`src/rtl/pbus_pkg.sv`:
```
package pbus_pkg;
  typedef enum logic [1:0] {
    ST_IDLE = 2'd0,
    ST_ADDR = 2'd1,
    ST_DATA = 2'd2
  } pbus_state_e;

  localparam logic [3:0] CMD_MEM_RD = 4'b0110;
  localparam logic [3:0] CMD_MEM_WR = 4'b0111;
endpackage

```
`src/rtl/pbus_claim_timer.sv`:
```
module pbus_claim_timer #(
  parameter int unsigned LIMIT = 6
) (
  input  logic clk_i,
  input  logic rst_ni,
  input  logic run_i,
  input  logic claim_i,
  output logic abort_o
);
  localparam int unsigned CW = $clog2(LIMIT + 1);

  logic [CW-1:0] cnt_q;
  logic          claimed_q;

  always_ff @(posedge clk_i or negedge rst_ni) begin
    if (!rst_ni) begin
      cnt_q     <= '0;
      claimed_q <= 1'b0;
    end else if (!run_i) begin
      cnt_q     <= '0;
      claimed_q <= 1'b0;
    end else begin
      if (claim_i) claimed_q <= 1'b1;
      if (cnt_q != CW'(LIMIT)) cnt_q <= cnt_q + 1'b1;
    end
  end

  assign abort_o = run_i && !claimed_q && !claim_i && (cnt_q == CW'(LIMIT - 1));

  // window can only expire after the data phase has run for a while
  assert_abort_after_run_R7: assert property (@(posedge clk_i) disable iff (!rst_ni)
    abort_o |-> $past(run_i));
endmodule

```
`src/rtl/pbus_seq.sv`:
```
module pbus_seq
  import pbus_pkg::*;
#(
  parameter int unsigned AW = 32,
  parameter int unsigned DW = 32,
  parameter int unsigned BW = DW / 8
) (
  input  logic          clk_i,
  input  logic          rst_ni,
  input  logic          req_i,
  input  logic [AW-1:0] req_addr_i,
  input  logic [3:0]    req_cmd_i,
  input  logic [BW-1:0] req_be_i,
  input  logic [DW-1:0] req_wdata_i,
  input  logic          xfer_i,
  input  logic          abort_i,
  input  logic [DW-1:0] ad_i,
  output pbus_state_e   state_o,
  output logic [AW-1:0] addr_o,
  output logic [3:0]    cmd_o,
  output logic [BW-1:0] be_o,
  output logic [DW-1:0] wdata_o,
  output logic          write_o,
  output logic          ack_o,
  output logic          abort_o,
  output logic [DW-1:0] rdata_o
);
  pbus_state_e state_q;

  always_ff @(posedge clk_i or negedge rst_ni) begin
    if (!rst_ni) begin
      state_q <= ST_IDLE;
      addr_o  <= '0;
      cmd_o   <= '0;
      be_o    <= '0;
      wdata_o <= '0;
      ack_o   <= 1'b0;
      abort_o <= 1'b0;
      rdata_o <= '0;
    end else begin
      ack_o <= 1'b0;
      unique case (state_q)
        ST_IDLE: begin
          if (req_i && !ack_o) begin
            state_q <= ST_ADDR;
            addr_o  <= req_addr_i;
            cmd_o   <= req_cmd_i;
            be_o    <= req_be_i;
            wdata_o <= req_wdata_i;
          end
        end
        ST_ADDR: state_q <= ST_DATA;
        ST_DATA: begin
          if (xfer_i) begin
            state_q <= ST_IDLE;
            ack_o   <= 1'b1;
            abort_o <= 1'b0;
            if (!cmd_o[0]) rdata_o <= ad_i;
          end else if (abort_i) begin
            state_q <= ST_IDLE;
            ack_o   <= 1'b1;
            abort_o <= 1'b1;
          end
        end
        default: state_q <= ST_IDLE;
      endcase
    end
  end

  assign state_o = state_q;
  assign write_o = cmd_o[0];

  assert_no_double_end_R6: assert property (@(posedge clk_i) disable iff (!rst_ni)
    !(xfer_i && abort_i));
  assert_ack_pulse_R6: assert property (@(posedge clk_i) disable iff (!rst_ni)
    ack_o |=> !ack_o);
endmodule

```
`src/rtl/pbus_drive.sv`:
```
module pbus_drive
  import pbus_pkg::*;
#(
  parameter int unsigned AW = 32,
  parameter int unsigned DW = 32,
  parameter int unsigned BW = DW / 8
) (
  input  pbus_state_e   state_i,
  input  logic [AW-1:0] addr_i,
  input  logic [3:0]    cmd_i,
  input  logic [BW-1:0] be_i,
  input  logic [DW-1:0] wdata_i,
  input  logic          write_i,
  output logic          frame_no,
  output logic          irdy_no,
  output logic [DW-1:0] ad_o,
  output logic          ad_oe_o,
  output logic [BW-1:0] cbe_no,
  output logic          cbe_oe_o
);
  always_comb begin
    frame_no = 1'b1;
    irdy_no  = 1'b1;
    ad_o     = '0;
    ad_oe_o  = 1'b0;
    cbe_no   = '1;
    cbe_oe_o = 1'b0;
    unique case (state_i)
      ST_ADDR: begin
        frame_no = 1'b0;
        ad_o     = DW'(addr_i);
        ad_oe_o  = 1'b1;
        cbe_no   = BW'(cmd_i);
        cbe_oe_o = 1'b1;
      end
      ST_DATA: begin
        // single word: frame released together with irdy asserted
        irdy_no  = 1'b0;
        cbe_no   = ~be_i;
        cbe_oe_o = 1'b1;
        ad_oe_o  = write_i;
        ad_o     = write_i ? wdata_i : '0;
      end
      default: ;
    endcase
  end
endmodule

```
`src/rtl/pbus_initiator.sv`:
```
module pbus_initiator
  import pbus_pkg::*;
#(
  parameter int unsigned DW         = 32,
  parameter int unsigned ABORT_CLKS = 6
) (
  input  logic          clk_i,
  input  logic          rst_ni,
  input  logic          req_i,
  input  logic [DW-1:0] req_addr_i,
  input  logic [3:0]    req_cmd_i,
  input  logic [3:0]    req_be_i,
  input  logic [DW-1:0] req_wdata_i,
  output logic          ack_o,
  output logic          abort_o,
  output logic [DW-1:0] rdata_o,
  output logic          frame_no,
  output logic          irdy_no,
  input  logic          devsel_ni,
  input  logic          trdy_ni,
  input  logic [DW-1:0] ad_i,
  output logic [DW-1:0] ad_o,
  output logic          ad_oe_o,
  output logic [3:0]    cbe_no,
  output logic          cbe_oe_o
);
  localparam int unsigned BW = 4;

  pbus_state_e   state;
  logic [DW-1:0] addr_q, wdata_q;
  logic [3:0]    cmd_q;
  logic [BW-1:0] be_q;
  logic          write_q, in_data, xfer, tmo;

  assign in_data = (state == ST_DATA);
  assign xfer    = in_data && !devsel_ni && !trdy_ni;

  pbus_claim_timer #(.LIMIT(ABORT_CLKS)) u_timer (
    .clk_i   (clk_i),
    .rst_ni  (rst_ni),
    .run_i   (in_data),
    .claim_i (!devsel_ni),
    .abort_o (tmo)
  );

  pbus_seq #(.AW(DW), .DW(DW), .BW(BW)) u_seq (
    .clk_i       (clk_i),
    .rst_ni      (rst_ni),
    .req_i       (req_i),
    .req_addr_i  (req_addr_i),
    .req_cmd_i   (req_cmd_i),
    .req_be_i    (req_be_i),
    .req_wdata_i (req_wdata_i),
    .xfer_i      (xfer),
    .abort_i     (tmo),
    .ad_i        (ad_i),
    .state_o     (state),
    .addr_o      (addr_q),
    .cmd_o       (cmd_q),
    .be_o        (be_q),
    .wdata_o     (wdata_q),
    .write_o     (write_q),
    .ack_o       (ack_o),
    .abort_o     (abort_o),
    .rdata_o     (rdata_o)
  );

  pbus_drive #(.AW(DW), .DW(DW), .BW(BW)) u_drive (
    .state_i  (state),
    .addr_i   (addr_q),
    .cmd_i    (cmd_q),
    .be_i     (be_q),
    .wdata_i  (wdata_q),
    .write_i  (write_q),
    .frame_no (frame_no),
    .irdy_no  (irdy_no),
    .ad_o     (ad_o),
    .ad_oe_o  (ad_oe_o),
    .cbe_no   (cbe_no),
    .cbe_oe_o (cbe_oe_o)
  );

  assert_idle_lines_R1: assert property (@(posedge clk_i) disable iff (!rst_ni)
    (frame_no && irdy_no) |-> (!ad_oe_o && !cbe_oe_o));
  assert_addr_drive_R2: assert property (@(posedge clk_i) disable iff (!rst_ni)
    !frame_no |-> (irdy_no && ad_oe_o && cbe_oe_o));
  assert_last_phase_R3: assert property (@(posedge clk_i) disable iff (!rst_ni)
    !frame_no |=> (frame_no && !irdy_no));
  assert_read_turn_R5: assert property (@(posedge clk_i) disable iff (!rst_ni)
    (!irdy_no && !write_q) |-> !ad_oe_o);
  assert_complete_R6: assert property (@(posedge clk_i) disable iff (!rst_ni)
    (!irdy_no && !devsel_ni && !trdy_ni) |=> (ack_o && !abort_o && irdy_no));
  assert_release_R6: assert property (@(posedge clk_i) disable iff (!rst_ni)
    ack_o |-> (frame_no && irdy_no && !ad_oe_o && !cbe_oe_o));
  assert_abort_claimless_R7: assert property (@(posedge clk_i) disable iff (!rst_ni)
    (ack_o && abort_o) |-> $past(devsel_ni));
  assert_trdy_alone_R8: assert property (@(posedge clk_i) disable iff (!rst_ni)
    (!irdy_no && devsel_ni && !trdy_ni && !tmo) |=> !irdy_no);
  assert_gap_R9: assert property (@(posedge clk_i) disable iff (!rst_ni)
    ack_o |=> frame_no);
endmodule

```
`config.mk`:
```
export PLATFORM = sky130hd
export DESIGN_NAME = pbus_initiator
export DESIGN_NICKNAME = d
export VERILOG_FILES = /design/src/rtl/pbus_pkg.sv /design/src/rtl/pbus_claim_timer.sv /design/src/rtl/pbus_seq.sv /design/src/rtl/pbus_drive.sv /design/src/rtl/pbus_initiator.sv
export SDC_FILE = /design/constraint.sdc
export NUM_CORES = 1
export LEC_CHECK = 0
export CAP_MARGIN = 0
export CORE_MARGIN = 2
export CORE_UTILIZATION = 42
export CTS_CLUSTER_SIZE = 40
export DETAILED_ROUTE_END_ITERATION = 10
export PLACE_DENSITY = 0.8
export SYNTH_ARGS = -nofsm -noshare
export SYNTH_HDL_FRONTEND = slang
export SYNTH_SLANG_ARGS = --single-unit
```
`constraint.sdc`:
```
create_clock -name clk_i -period 1.85 [get_ports clk_i]
set_input_delay 0.37 -clock clk_i [delete_from_list [all_inputs] [get_ports clk_i]]
set_output_delay 0.37 -clock clk_i [all_outputs]
set_load 0.05 [all_outputs]
```
==> results.sh, run 1 <==
export IMPL_start_util_pct=42.9
export IMPL_utilization_pct=72.9
export IMPL_skew_ns=0.00659
export IMPL_drive_above_1_share_pct=52.8
export IMPL_synth_top_area_share_pct=57.4
export IMPL_ys_warn_count=0
export IMPL_syn_cell_area_mm2=0.00488
export IMPL_clkSlewWorstSetupHoldPaths_ns=0.07
export IMPL_cts_buffers=9
export IMPL_synth_area_leader_cell="dfrtp_1"
export IMPL_ir_drop_v=0.00173
export IMPL_critPathSlowestCell="dfrtp_1"
export IMPL_synth_most_common_cell="dfrtp_1"
export IMPL_gp_congestion=0.770
export IMPL_vias_per_cell=5.16
export IMPL_hold_ws_ns=0.509
export IMPL_cp_top_family="buffers and inverters"
export IMPL_final_cell_count_no_fill=698
export IMPL_path_class="flip-flop to primary output"
export IMPL_outcome="finished, violations left"
export IMPL_cts_root_buf="clkbuf_16"
export IMPL_wl_per_cell_um=19.1
export IMPL_p_leak_nw=3.48
export IMPL_ios=183
export IMPL_synthDistinctLibCells=30
export IMPL_power_mw=17.1
export IMPL_clockBufferDepth=2
export IMPL_routed_wl_um=13300
export IMPL_slew_headroom_pct=67.8
export IMPL_htreeDepth=3
export IMPL_clock_latency_ns=0.35
export IMPL_placed_area_mm2=0.00757
export IMPL_synth_yosys_seq_area_share_pct=57.4
export IMPL_max_freq_mhz=462
export IMPL_ys_async_sr_fraction_pct=100
export IMPL_grt_pass1_vias=3997
export IMPL_max_stage_delay_ns=0.41
export IMPL_vias=3603
export IMPL_cts_tree="done"
export IMPL_crit_fanout=7
export IMPL_dieArea_mm2=0.0125
export IMPL_syn_nets=468
export IMPL_syn_to_final_growth_pct=69.7
export IMPL_cellPowerDensity_mw_per_mm2=2070
export IMPL_drtIter0Drc=107
export IMPL_finalSetupViolCount=39
export IMPL_post_route_period_util_pct=117
export IMPL_crit_arrival_ns=1.79
export IMPL_drv_cap=0
export IMPL_grt_pass1_wl_um=20800
export IMPL_stdcell_area_mm2=0.00828
export IMPL_core_region_area_mm2=0.0114
export IMPL_drc=0
export IMPL_ant_nets=0
export IMPL_hold_viol_final=0
export IMPL_worstMarginPinSlew_ns=0.484
export IMPL_ys_ff_latch=112
export IMPL_gr_total_overflow=0
export IMPL_setup_slack_ns=-0.313
export IMPL_port_buffer_count=182
export IMPL_dieWidth_um=112
export IMPL_synth_ff_type="dfrtp_1"
export IMPL_min_period_ns=2.16
export IMPL_rows=39
export IMPL_syn_avg_cell_area_um2=13.9
export IMPL_critical_path_buf_inv_count=3
export IMPL_die_h_um=112
export IMPL_insertedDiodeCount=0
export IMPL_violations="setup timing"
export IMPL_netlist_instances=351
export IMPL_netlist_top_cells_count="112 x dfrtp_1, 104 x mux2_2, 32 x a22oi_1, 32 x nor2b_1, 13 x buf_2"
export IMPL_crit_chain="inv_2 -> ha_4 -> and2_4 -> clkbuf_16 -> a22oi_2 -> nor2b_4 -> buf_12"
export IMPL_hpwl_um=8990
export IMPL_worstSetupEndpointType="primary output"
export IMPL_antenna_found_initial=0
export IMPL_crit_required_ns=1.48
export IMPL_startpoint_type="flip-flop"
export IMPL_rsz0062_at_grt="yes"
export IMPL_dr_pass1_iters=6
export IMPL_dp_cells=671
export IMPL_grt_max_degree=49
export IMPL_hp_class="flip-flop to flip-flop"
export IMPL_grt_usage_pct=21.2
export IMPL_cts_sinks=112
export IMPL_layout_nets=667
export IMPL_synthTopCellsByArea="dfrtp_1 57%, mux2_2 24%, a22oi_1 4.9%"
export IMPL_synth_edf_count=0
export IMPL_slew_viol_final=0
-- worst register-to-register path: stages, from the launching register on --
cell	delay, ns
dfrtp_1	0.41
inv_2	0.09
ha_4	0.14
buf_6	0.14
nand2b_2	0.09
nor3_4	0.16
buf_12	0.15
clkbuf_16	0.18
mux2_2	0.34
-- sequential cells by signal, indices dropped and copies added (netlist names) --
register           cells
u_seq.be_o             4
u_seq.rdata_o         32
u_timer.cnt_q          3
u_seq.abort_o          1
u_seq.addr_o          32
u_timer.claimed_q      1
u_seq.state_o          2
u_seq.cmd_o            4
u_seq.wdata_o         32
u_seq.ack_o            1
-- per-layer routing --
metal	vias up	routed length [µm]	GRT usage, %
met5	-	0	0
met4	0	554	11.1
met3	38	528	3.92
met2	96	7170	38.5
met1	1824	5060	23.7
li1	1645	-	-
-- cell families (layout without fill, tap and decap cells) --
kind of cell / Yosys count / count (layout) / share of synthesized area [%]
DFF: 112 / 112 / 57.4
muxes: 106 / 106 / 24.5
and+or+nand+nor: 48 / 48 / 6.05
AOI/OAI and AO/OA: 45 / 45 / 6.67
buffers and inverters: 31 / 235 / 3.18
adders and majority gates: 8 / 8 / 2.05
xor gates and xnor gates: 1 / 1 / 0.179
-- power by group --
group	internal (mW)	switching, mW
Clock	1.13	0.860
Combinational	5.22	5.44
Sequential	3.67	0.792
-- worst paths after layout --
path	start	end	slack, ns	depth (start not counted)
worst max-delay path	u_seq.state_o[0]	ad_o[23]	-0.31	7
worst min-delay path	u_seq.be_o[0]	u_seq.be_o[0]	0.51	1
worst max register to register	u_seq.state_o[0]	u_seq.rdata_o[0]	0.05	8
worst min register to register	u_seq.be_o[0]	u_seq.be_o[0]	0.51	1
max in group asynchronous	rst_ni	u_seq.addr_o[11]	0.70	3
min in group asynchronous	rst_ni	u_seq.rdata_o[17]	0.53	2
-- per-stage QoR --
stage | TNS (ns) | setup slack [ns]
floorplan | -2.14 | -0.155
global placement | -0.180 | -0.0694
detailed placement | -0.868 | -0.0792
CTS | -10.91 | -0.323
global route | -13.53 | -0.394
finish | -10.68 | -0.313
-- timing repair --
action / in CTS / in global routing
endpoints found under the setup margin: 41 / 65
pin swaps: 5 / 1
resized for setup: 46 / 10
hold buffers: 1 / 0
endpoints found under the hold margin: 31 / 0
setup buffers: 3 / 2
gates cloned: 1 / 4
-- placed cells by master (no fill, tap or decap), types with 2 or more instances in the layout --
master,netlist,routed
mux2_2,104,104
inv_1,7,4
clkbuf_16,0,14
nand2_1,6,6
buf_8,0,2
mux2_1,2,2
ha_4,0,3
clkbuf_1,6,3
o21ai_0,3,3
dfrtp_1,112,112
dlygate4sd2_1,0,2
nor2b_4,0,32
a22oi_2,0,32
clkbuf_8,0,2
inv_2,0,2
clkdlybuf4s50_1,0,107
o211ai_1,4,4
buf_6,3,8
nor2_1,2,2
buf_12,0,46
ha_1,8,5
buf_4,0,39
a21oi_1,2,2
-- final cells by class --
class                   instances  area (µm²)
repair buffers                211        2580
clock inverters                 2        37.5
inverters                       8        45.0
clock buffers                  14         264
multi-input cells             208        2370
well taps                     143         179
flip-flops and latches        112        2800
fillers                       724        3090
(Power assumes the default switching activity.)
==> run 2, diff against run 1 <==
--- a/config.mk
+++ b/config.mk
@@ -11,6 +11,7 @@
 export CTS_CLUSTER_SIZE = 40
 export DETAILED_ROUTE_END_ITERATION = 10
 export PLACE_DENSITY = 0.8
+export SLEW_MARGIN = 0
 export SYNTH_ARGS = -nofsm -noshare
 export SYNTH_HDL_FRONTEND = slang
 export SYNTH_SLANG_ARGS = --single-unit
==> results of run 2 <==
Final layout, timing and power as in run 1 (identical DEF).
